==> src/rtl/chk_pkg.sv <==
package chk_pkg;

    typedef enum logic [1:0] {
        PAT_WALK1  = 2'd0,
        PAT_WALK0  = 2'd1,
        PAT_ALT    = 2'd2,
        PAT_WALKFF = 2'd3
    } pat_e;

    typedef enum logic {
        ST_IDLE = 1'b0,
        ST_PKT  = 1'b1
    } st_e;

    // low two bits of a control word
    localparam logic [1:0] CW_START = 2'b01;
    localparam logic [1:0] CW_END   = 2'b10;

    // error code: bit 3 framing, bit 2 length, bit 1 parity, bit 0 data
    typedef struct packed {
        logic ctl_err;
        logic len_err;
        logic par_err;
        logic dat_err;
    } code_t;

endpackage

==> src/rtl/chk_patgen.sv <==
module chk_patgen
    import chk_pkg::*;
#(
    parameter int DATA_W = 16
) (
    input  logic              clk,
    input  logic              rst,
    input  logic              load,
    input  logic              adv,
    input  pat_e              sel,
    output logic [DATA_W-1:0] expect_o
);
    localparam int HALF = DATA_W / 2;

    logic [DATA_W-1:0] seed;
    logic [DATA_W-1:0] pat_q;

    always_comb begin
        case (sel)
            PAT_WALK1:  seed = DATA_W'(1);
            PAT_WALK0:  seed = ~DATA_W'(1);
            PAT_ALT:    seed = {HALF{2'b10}};
            default:    seed = {{HALF{1'b0}}, {HALF{1'b1}}};
        endcase
    end

    always_ff @(posedge clk) begin
        if (rst) begin
            pat_q <= '0;
        end else if (load) begin
            pat_q <= seed;
        end else if (adv) begin
            pat_q <= {pat_q[DATA_W-2:0], pat_q[DATA_W-1]};
        end
    end

    assign expect_o = pat_q;

endmodule

==> config.mk <==
export PLATFORM = sky130hd
export DESIGN_NAME = chk_patgen
export DESIGN_NICKNAME = d
export VERILOG_FILES = /design/src/rtl/chk_pkg.sv /design/src/rtl/chk_patgen.sv
export SDC_FILE = /design/constraint.sdc
export NUM_CORES = 1
export LEC_CHECK = 0
export ABC_AREA = 1
export BUFFER_PORTS_ARGS = -buffer_cell sky130_fd_sc_hd__buf_2
export CAP_MARGIN = 25
export CORE_ASPECT_RATIO = 0.8
export CORE_UTILIZATION = 40
export CTS_CLUSTER_DIAMETER = 50
export DETAILED_ROUTE_END_ITERATION = 7
export PLACE_DENSITY = 0.69
export SYNTH_ARGS = -nofsm -noshare
export SYNTH_HDL_FRONTEND = slang
export SYNTH_SLANG_ARGS = --single-unit
==> constraint.sdc <==
create_clock -name clk -period 0.9 [get_ports clk]
set_clock_uncertainty 0.05 [all_clocks]
set_input_delay 0.135 -clock clk [delete_from_list [all_inputs] [get_ports clk]]
set_output_delay 0.135 -clock clk [all_outputs]
set_load 0.1 [all_outputs]
==> key figures, run 1 <==
Clocking
  • Root Driver: clkbuf_4
  • CTS Sinks: 16
  • Clock buffer depth: 2
  • H-tree lvl count: 1
  • Cts bufs inserted: 3

Die
  • Io pins: 22
  • Chip height: around 41 µm
  • Row count: 13
  • Initial Util: 0.452
  • DIE WIDTH: 51.1 µm

Timing
  • GR repair worst EP: expect_o[0]
  • Worst endpoint type: top-level output

Logic synthesis
  • Syn. warnings: 0
  • Seq/Total Area, Yosys: 0.415
  • Top-count cell post-synth: nand2_1
  • EDFF count, synth: 0
  • Largest area contributor in the netlist: dfxtp_1
  • Synthesized cell area: 772 µm²
  • Synth area leaders: dfxtp_1 41%, nand2_1 19%, nand3_1 16%
  • Synth cell types: 14
  • Yosys reg bits: 16
  • Area share of the largest cell type after synthesis: 0.415
  • Asr flop ratio synth: 0
  • Syn nets: between 100 and 150
  • Top cells by count, synth: 40 x nand2_1, 24 x nand3_1, 17 x inv_1
  • Main synth FF type: dfxtp_1
  • Syn_area_per_cell: 6.66 µm²
  • Cells after Synth: between 100 and 150

Placed design
  • Hpwl dp: 1600 µm
  • Port buffer count: 21
  • Gpl congestion: 0.899

Run status
  • Stopped at: global routing
  • Run Error: [ERROR DPL-0033] detailed placement checks failed during check placement.
  • Status: stopped before the end

Global route
  • Largest net degree at the start of global routing: 14
  • Initial antenna violation count: 0
-- metrics by stage --
step	hold slack, ps	utilization	cells	area, µm²	setup WS, ps
after floorplan	144	-	116	887	-15.9
after global placement	261	0.760	162	1300	-141
after detailed placement	277	0.760	162	1300	-172
after CTS	127	0.853	183	1460	-163
-- kinds of logic after synthesis --
logic type	Yosys count	share of synthesized area
flops	16	0.415
compound gates	4	0.0259
buf+inv	22	0.123
fa+ha+maj	3	0.0486
simple gates	71	0.387
-- timing repair --
action / in CTS
setup buffers: 16
setup endpoints to repair: 16
endpoints found under the hold margin: 1
resized for setup: 1
hold buffers: 1
==> run 2: changes to the inputs <==
--- a/config.mk
+++ b/config.mk
@@ -8,11 +8,10 @@
 export ABC_AREA = 1
 export BUFFER_PORTS_ARGS = -buffer_cell sky130_fd_sc_hd__buf_2
 export CAP_MARGIN = 25
-export CORE_ASPECT_RATIO = 0.8
-export CORE_UTILIZATION = 40
-export CTS_CLUSTER_DIAMETER = 50
+export CORE_AREA = 2 2 63 65
 export DETAILED_ROUTE_END_ITERATION = 7
-export PLACE_DENSITY = 0.69
+export DIE_AREA = 0 0 65 67
+export PLACE_DENSITY_LB_ADDON = 0.15
 export SYNTH_ARGS = -nofsm -noshare
 export SYNTH_HDL_FRONTEND = slang
 export SYNTH_SLANG_ARGS = --single-unit
==> key figures, run 2 <==
Final layout
  • Share of layout cells above drive strength 1: 0.574
  • Commonest non-fill, non-tap cell in the layout: nand2_1
  • P&R area growth vs syn: 110%
  • ANT cells: 0
  • Filler cells: 372
  • Number of flip-flops in the largest register: 16
  • Total Nets Final: 172
  • Most frequent cells in the layout: 31 x nand2_1, 19 x buf_12, 17 x inv_1, 17 x nand3_2, 16 x dfxtp_4

Route
  • Residual DRC: 0
  • Vias per inst: 4.22
  • Routed WL: 2250 µm
  • DRT iter0 DRCs: 21
  • Drt wl/cell: 10.7 µm
  • DR vias: 886
  • ANT nets after route: 0
  • DRT Pass-1 Iters: 4

Power
  • Clk network pwr share: 0.247
  • Int Pwr: 1.41 mW
  • Sw Share: 0.378
  • Sequential share of power: 0.354
  • Power Total: 2.26 mW
  • Lkg Pwr: 0.815 nW
  • Max VDD drop: 0.000991 V
  • Power Density: 1390 nW/µm²
  • NetSw: 0.854 mW
  • Comb pwr share: 0.399

Critical path
  • Critical path depth: 1
  • Critical path required time: 710 ps
  • Crit path cell chain: buf_12
  • Crit path buffers/inverters: 1
  • Crit path max-delay family: flip-flops
  • Reg-to-reg setup timing slack: 0 ps
  • R2r worst-path depth: 5
  • CP endpoint kind: output pin
  • Startpoint Class: flop
  • Crit-path max cell delay: about 380 ps
  • Arrival @ worst endpoint: roughly 810 ps
  • Crit Path Class: flop to output pin
  • Slowest stage cell, crit path: dfxtp_4
  • Crit Path Max Fanout: 3

Clocking
  • CTS Sinks: 16 (unchanged)
  • Worst-path clk slew: 70 ps
  • Clock buffer depth: 2 (unchanged)
  • Latest clock arrival within the worst-skew pair: 250 ps
  • Cts bufs inserted: 3 (unchanged)
  • CTS tree: built
  • Root Driver: clkbuf_8
  • H-tree lvl count: 1 (unchanged)

Die
  • Chip height: 67 µm (+62%)
  • Die Area: roughly 4400 µm²
  • Initial Util: 0.214 (-0.238)
  • Row count: 22 (+9)
  • CORE AREA: 3610 µm²
  • Io pins: 22 (unchanged)
  • DIE WIDTH: 65 µm (+27%)

Timing
  • Final setup margin: -91.5 ps
  • RSZ-0062 raised after global routing: true
  • Sum Neg Setup Slack: -1050 ps
  • Worst relative slew slack: 0.824
  • Max-slew violation count: 0
  • Ratio of final minimum period to clock period: 1.10
  • Max Freq: roughly 1000 MHz
  • Min Tclk post-route: 992 ps
  • Worst slew pin tran: 263 ps
  • Hold Vio Cnt, Final: 0
  • Final hold slack: roughly 220 ps
  • Final setup violation count: 17

Placed design
  • Hpwl dp: 1530 µm (-4.7%)
  • Gpl congestion: 0.832 (-7.4%)
  • Port buffer count: 21 (unchanged)

Logic synthesis
  • Synth cell types: 14 (unchanged)
  • Yosys reg bits: 16 (unchanged)
  • Syn_area_per_cell: 6.66 µm² (unchanged)
  • Largest area contributor in the netlist: dfxtp_1
  • Syn. warnings: 0 (unchanged)
  • Main synth FF type: dfxtp_1
  • EDFF count, synth: 0 (unchanged)
  • Synthesized cell area: 772 µm² (unchanged)
  • Seq/Total Area, Yosys: 0.415 (unchanged)
  • Cells after Synth: 116 (unchanged)
  • Top cells by count, synth: 40 x nand2_1, 24 x nand3_1, 17 x inv_1
  • Synth area leaders: dfxtp_1 41%, nand2_1 19%, nand3_1 16%
  • Top-count cell post-synth: nand2_1
  • Area share of the largest cell type after synthesis: 0.415 (unchanged)
  • Syn nets: 125 (unchanged)
  • Asr flop ratio synth: 0 (unchanged)

Global route
  • Largest net degree at the start of global routing: 10
  • Global-route wire length before repair: ~3500 µm
  • Total GRT Usage: 0.107
  • Total grt overflow: 0
  • Vias in the first global route: 844
  • Initial antenna violation count: 0

Hold path
  • Tightest Hold Check Type: input port to flop
  • Hold path cells: 4

Run status
  • Status: finished, violations left
  • Failing checks: negative setup slack

Run
  • Max cap viols: 0
-- run 2: per-stage QoR --
stage | util | cell area [µm²] | worst slack [ps] | instances
final | 0.450 | 1620 | -91.5 | 210
after global routing | 0.450 | 1620 | -122 | 210
after CTS | 0.426 | 1540 | -97.9 | 210
after detailed placement | 0.380 | 1370 | -189 | 190
after global placement | 0.380 | 1370 | -166 | 190
after floorplan | - | 887 | -15.9 | 116
-- run 2: repair_timing --
item / 4_1_cts / 5_1_grt
hold endpoints to repair: 1 / 0
pin swaps: 0 / 17
setup endpoints to repair: 16 / 27
hold buffers: 1 / 0
resized for setup: 0 / 25
buffers inserted: 15 / 0
gates cloned: 0 / 0
-- run 2: worst paths after layout --
check | from | endpoint
min | rst | expect_o[3]
max | expect_o[0] | expect_o[0]
max reg2reg | expect_o[1] | expect_o[2]
min reg2reg | expect_o[0] | expect_o[0]
-- run 2: area by class of cell --
| type | count | area (µm²) | area share |
|---|---|---|---|
| Clock buffer | 3 | 41.3 | 0.0254 |
| Clock inverter | 1 | 3.75 | 0.00231 |
| Inverter | 18 | 67.6 | 0.0416 |
| Multi-Input combinational cell | 78 | 468 | 0.288 |
| Sequential cell | 16 | 380 | 0.234 |
| Tap cell | 48 | 60.1 | 0.0370 |
| Timing Repair Buffer | 46 | 603 | 0.371 |
-- run 2: routing by layer --
metal	global-route usage	part of all wire	up-vias
met5	0	0	-
met4	0.0319	0.0062	0
met3	0.0405	0.053	2
met2	0.193	0.52	18
met1	0.117	0.42	420
li1	-	-	446
-- run 2: cells by family after synthesis --
kind of cell / after synthesis / share of synthesized area
buffers and inverters: 22 / 0.123
AND/OR/NAND/NOR: 71 / 0.387
flip-flops: 16 / 0.415
AO/OA/AOI/OAI: 4 / 0.0259
adder cells (fa/ha/maj): 3 / 0.0486
-- run 2: power by group through the flow --
| stage | Clock [mW] | Combinational (mW) | Sequential (mW) |
|---|---|---|---|
| after floorplan | 0 | 0.151 | 1.14 |
| after global placement | 0 | 0.778 | 0.830 |
| after detailed placement | 0 | 0.780 | 0.829 |
| after CTS | 0.584 | 0.863 | 0.795 |
| after global routing | 0.621 | 0.948 | 0.806 |
| final | 0.558 | 0.902 | 0.799 |
(Power assumes the default switching activity.)
==> run 3: changes to the inputs <==
--- a/config.mk
+++ b/config.mk
@@ -11,7 +11,7 @@
 export CORE_AREA = 2 2 63 65
 export DETAILED_ROUTE_END_ITERATION = 7
 export DIE_AREA = 0 0 65 67
-export PLACE_DENSITY_LB_ADDON = 0.15
+export PLACE_DENSITY = 0.36
 export SYNTH_ARGS = -nofsm -noshare
 export SYNTH_HDL_FRONTEND = slang
 export SYNTH_SLANG_ARGS = --single-unit
==> key figures, run 3 (synthesis results as in run 2) <==
Run status
  • Status: finished, violations left
  • Failing checks: negative setup slack

Critical path
  • Startpoint Class: flop
  • Crit-path max cell delay: 370 ps (about the same)
  • Crit path cell chain: buf_12
  • Arrival @ worst endpoint: 790 ps (-20 ps)
  • Slowest stage cell, crit path: dfxtp_4
  • Crit path buffers/inverters: 1 (unchanged)
  • Crit path max-delay family: flip-flops
  • Critical path required time: 710 ps (about the same)
  • Crit Path Max Fanout: 2 (-1)
  • Crit Path Class: flop to output pin
  • CP endpoint kind: output pin

Final layout
  • Finished Layout Cells: 210 (unchanged)
  • Most frequent cells in the layout: 28 x nand2_1, 19 x buf_12, 17 x inv_1, 17 x nand3_2
  • Commonest non-fill, non-tap cell in the layout: nand2_1
  • Filler cells: 355 (-4.6%)
  • Number of flip-flops in the largest register: 16 (unchanged)
  • Final instance area: 1620 µm² (-0.23%)
  • Total Nets Final: 172 (unchanged)
  • P&R area growth vs syn: 110%
  • Share of layout cells above drive strength 1: 0.593 (+0.0185)
  • ANT cells: 0 (unchanged)

Route
  • ANT nets after route: 0 (unchanged)
  • DRT Pass-1 Iters: 3 (-1)
  • Routed WL: 2210 µm (-1.8%)
  • Max layer used: met3
  • Drt wl/cell: 10.5 µm (-1.8%)
  • Wl on met1: 984 µm (+4.1%)
  • DR vias: 885 (-0.11%)
  • Vias per inst: 4.21 (-0.11%)
  • Routed wl met3: 118 µm (unchanged)
  • DRT iter0 DRCs: 36 (+71%)
  • Residual DRC: 0 (unchanged)
  • Met2 WL: 1100 µm (-5.6%)

Die
  • DIE WIDTH: 65 µm (unchanged)
  • Row count: 22 (unchanged)
  • Initial Util: 0.214 (unchanged)
  • Die Area: 4360 µm² (unchanged)
  • Io pins: 22 (unchanged)
  • Chip height: 67 µm (unchanged)
  • CORE AREA: 3610 µm² (unchanged)

Power
  • Power Density: 1400 nW/µm² (+0.40%)
  • Power Total: 2.26 mW (+0.17%)
  • Lkg Pwr: 0.811 nW (-0.43%)
  • Max VDD drop: 0.000528 V (-47%)

Global route
  • Initial antenna violation count: 0 (unchanged)
  • Total grt overflow: 0 (unchanged)
  • Global-route wire length before repair: 3800 µm (+7.0%)
  • Vias in the first global route: 920 (+9.0%)
  • Largest net degree at the start of global routing: 11 (+1)
  • Total GRT Usage: 0.113 (+0.00531)

Placed design
  • Dpl cells: 189 (-0.53%)
  • Post-Place Cell Area: 1360 µm² (-0.55%)
  • Gpl congestion: 0.724 (-13%)
  • Port buffer count: 21 (unchanged)
  • Hpwl dp: 1640 µm (+7.2%)

Run
  • Max cap viols: 0 (unchanged)

Timing
  • Worst relative slew slack: 0.845 (+0.0204)
  • Min Tclk post-route: 973 ps (-19.0 ps)
  • Sum Neg Setup Slack: -1000 ps (+43.7 ps)
  • Ratio of final minimum period to clock period: 1.08 (-0.0211)
  • Max Freq: 1030 MHz (+2.0%)
  • Final setup margin: -72.5 ps (+19.0 ps)
  • Hold Vio Cnt, Final: 0 (unchanged)
  • Max-slew violation count: 0 (unchanged)
  • Worst slew pin tran: 233 ps (-30.6 ps)
  • RSZ-0062 raised after global routing: true
  • Final setup violation count: 16 (-1)

Clocking
  • CTS Sinks: 16 (unchanged)
  • Cts bufs inserted: 3 (unchanged)
  • CTS tree: built
  • H-tree lvl count: 1 (unchanged)
  • Latest clock arrival within the worst-skew pair: 250 ps (about the same)
  • Worst-path clk slew: 70 ps (about the same)
  • Root Driver: clkbuf_8
  • Clock buffer depth: 2 (unchanged)

Hold path
  • Tightest Hold Check Type: input port to flop
run 3: where the power goes:
| group | leakage (nW) | total [mW] | internal [mW] | switching [mW] |
|---|---|---|---|---|
| combinational | 0.645 | 0.903 | 0.359 | 0.545 |
| clock | 0.0231 | 0.563 | 0.303 | 0.261 |
| sequential | 0.143 | 0.797 | 0.744 | 0.0530 |
| total | 0.811 | 2.26 | 1.41 | 0.858 |
run 3: worst min-delay path, cell delays in order:
cell     delay, ps
buf_2           80
inv_1          110
nand2_1        100
inv_1           30
run 3: path summary, 6_finish.rpt:
check,endpoint,cells after the start,startpoint,slack (ps)
max,expect_o[11],1,expect_o[11],-70
min,expect_o[7],4,rst,190
max reg2reg,expect_o[6],5,expect_o[5],30
min reg2reg,expect_o[0],3,expect_o[0],560
run 3: layout make-up:
| cell class | count | area, µm² | area share |
|---|---|---|---|
| clock buffer | 3 | 41.3 | 0.0255 |
| multi-input combinational | 78 | 475 | 0.293 |
| timing repair buffer | 46 | 592 | 0.365 |
| sequential | 16 | 380 | 0.235 |
| inverter | 18 | 67.6 | 0.0417 |
| tap | 48 | 60.1 | 0.0371 |
| clock inverter | 1 | 3.75 | 0.00232 |
run 3: timing repair:
| item | in CTS | in global routing |
|---|---|---|
| hold buffers | 1 | 0 |
| pin swaps | 0 | 12 |
| resized for setup | 0 | 24 |
| hold endpoints to repair | 1 | 0 |
| endpoints found under the setup margin | 16 | 27 |
| buffers inserted | 15 | 1 |
run 3: through the flow:
stage | util | hold WS, ps | worst slack [ps]
after floorplan | - | 144 | -15.9
after global placement | 0.378 | 257 | -173
after detailed placement | 0.378 | 250 | -201
after CTS | 0.424 | 181 | -81.4
after global routing | 0.449 | 197 | -96.5
final | 0.449 | 190 | -72.5
run 3: metal layers:
metal  global-route usage  up-vias
li1                     -      449
met5                    0        -
met2                0.198       14
met4               0.0585        0
met3               0.0304        0
met1                0.124      422
==> run 4: changes to the inputs <==
==> constraint.sdc (replaced) <==
create_clock -name clk -period 1 [get_ports clk]
set_clock_uncertainty 0.05 [all_clocks]
set_input_delay 0.15 -clock clk [delete_from_list [all_inputs] [get_ports clk]]
set_output_delay 0.15 -clock clk [all_outputs]
set_load 0.1 [all_outputs]
==> key figures, run 4 (synthesis results as in run 2) <==
Run status
  • Status: complete, no violations

Final layout
  • Finished Layout Cells: 204 (-2.9%)
  • Number of flip-flops in the largest register: 16 (unchanged)
  • ANT cells: 0 (unchanged)
  • Most frequent cells in the layout: 40 x nand2_1, 24 x nand3_1, 19 x buf_4, 17 x inv_1
  • Filler cells: 390 (+9.9%)
  • Commonest non-fill, non-tap cell in the layout: nand2_1
  • Total Nets Final: 166 (-3.5%)
  • Register area: 380 µm² (unchanged)
  • Share of layout cells above drive strength 1: 0.391 (-0.202)
  • P&R area growth vs syn: 81.0%
  • Multi-input logic area: 357 µm² (-25%)

Critical path
  • Crit path from: expect_o[0]
  • R2R Path End: expect_o[2]
  • Crit Path Max Fanout: 3 (+1)
  • Critical path depth: 1 (unchanged)
  • Crit path max-delay family: flip-flops
  • Crit path cell chain: buf_12
  • Crit path buffers/inverters: 1 (unchanged)
  • Startpoint Class: flop
  • Slowest stage cell, crit path: dfxtp_4
  • Reg-to-reg setup timing slack: 100 ps (+70 ps)
  • Arrival @ worst endpoint: 790 ps (about the same)
  • Crit-path max cell delay: 370 ps (about the same)
  • FF-to-FF Start: expect_o[1]
  • R2r worst-path depth: 5 (unchanged)
  • Worst Setup EP: expect_o[0]
  • Critical path required time: 800 ps (+90 ps)
  • Crit Path Class: flop to output pin
  • CP endpoint kind: output pin

Clocking
  • H-tree lvl count: 1 (unchanged)
  • Cts hold-fix bufs: 0 (-1)
  • # Post-CTS Setup Buffers: 4 (-11)
  • CTS tree: built
  • Cts bufs inserted: 3 (unchanged)
  • Worst-path clk slew: 60 ps (about the same)
  • Latest clock arrival within the worst-skew pair: 250 ps (about the same)
  • CTS resizes: 0 (unchanged)
  • Root Driver: clkbuf_8
  • Clock buffer depth: 2 (unchanged)
  • CTS Sinks: 16 (unchanged)

Die
  • DIE WIDTH: 65 µm (unchanged)
  • Die Area: 4360 µm² (unchanged)
  • Chip height: 67 µm (unchanged)
  • Initial Util: 0.214 (unchanged)
  • CORE AREA: 3610 µm² (unchanged)
  • Io pins: 22 (unchanged)
  • Row count: 22 (unchanged)

Power
  • Max VDD drop: 0.000696 V (+32%)
  • Lkg Pwr: 0.725 nW (-11%)
  • Power Density: 1380 nW/µm² (-1.4%)

Route
  • DRT Pass-1 Iters: 4 (+1)
  • Vias per inst: 4.17 (-1.0%)
  • DR vias: 851 (-3.8%)
  • Drt wl/cell: 9.82 µm (-6.5%)
  • Routed WL: 2000 µm (-9.2%)
  • DRT iter0 DRCs: 27 (-25%)
  • ANT nets after route: 0 (unchanged)
  • Residual DRC: 0 (unchanged)

Timing
  • Hold Vio Cnt, Final: 0 (unchanged)
  • Final setup violation count: 0 (-16)
  • Sum Neg Setup Slack: 0 ps (+1000 ps)
  • RSZ-0062 raised after global routing: true
  • Worst slew pin tran: 189 ps (-43.8 ps)
  • Ratio of final minimum period to clock period: 0.987
  • Max-slew violation count: 0 (unchanged)
  • Worst relative slew slack: 0.874 (+0.0291)
  • Max Freq: 1010 MHz
  • Min Tclk post-route: 987 ps

Placed design
  • Dpl cells: 189 (unchanged)
  • Hpwl dp: 1510 µm (-7.9%)
  • Gpl congestion: 0.789 (+9.0%)
  • Port buffer count: 21 (unchanged)

Global route
  • Largest net degree at the start of global routing: 12 (+1)
  • Initial antenna violation count: 0 (unchanged)
  • Global-route wire length before repair: 3430 µm (-9.6%)
  • Total GRT Usage: 0.105 (-0.00781)
  • Vias in the first global route: 801 (-13%)
  • Total grt overflow: 0 (unchanged)

Hold path
  • Tightest Hold Check Type: input port to flop

Run
  • Max cap viols: 0 (unchanged)
-- run 4: per-layer routing --
| metal | up-vias | global-route usage | part of all wire |
|---|---|---|---|
| li1 | 438 | - | - |
| met1 | 388 | 0.118 | 0.45 |
| met2 | 21 | 0.177 | 0.47 |
| met3 | 4 | 0.0372 | 0.056 |
| met4 | 0 | 0.0505 | 0.013 |
| met5 | - | 0 | 0 |
-- run 4: worst min-delay path by stage --
stage                             end  depth (start not counted)  startpoint
final                     expect_o[0]                          2         rst
after floorplan           expect_o[0]                          1         rst
after detailed placement  expect_o[0]                          2         rst
after CTS                 expect_o[0]                          2         rst
after global placement    expect_o[0]                          2         rst
after global routing      expect_o[0]                          2         rst
-- run 4: layout make-up --
type,count,area share
multi-input cells,78,0.255
flip-flops and latches,16,0.272
well taps,48,0.0430
clock buffers,3,0.0295
inverters,18,0.0483
clock inverters,1,0.00269
repair buffers,40,0.349
-- run 4: through the flow --
step	utilization	area, µm²	hold slack [ps]	worst slack, ps	total power, mW
floorplan	-	832	159	84.1	1.15
global placement	0.352	1270	279	-94.9	1.41
detailed placement	0.352	1270	281	-103	1.41
CTS	0.373	1350	10.8	-1.22	1.94
global route	0.388	1400	30.0	-14.3	2.02
finish	0.388	1400	24.8	12.7	1.93
-- run 4: power by group --
group / switching [mW] / total [mW] / internal (mW)
Sequential: 0.0479 / 0.718 / 0.670
Combinational: 0.450 / 0.716 / 0.267
Clock: 0.219 / 0.492 / 0.272
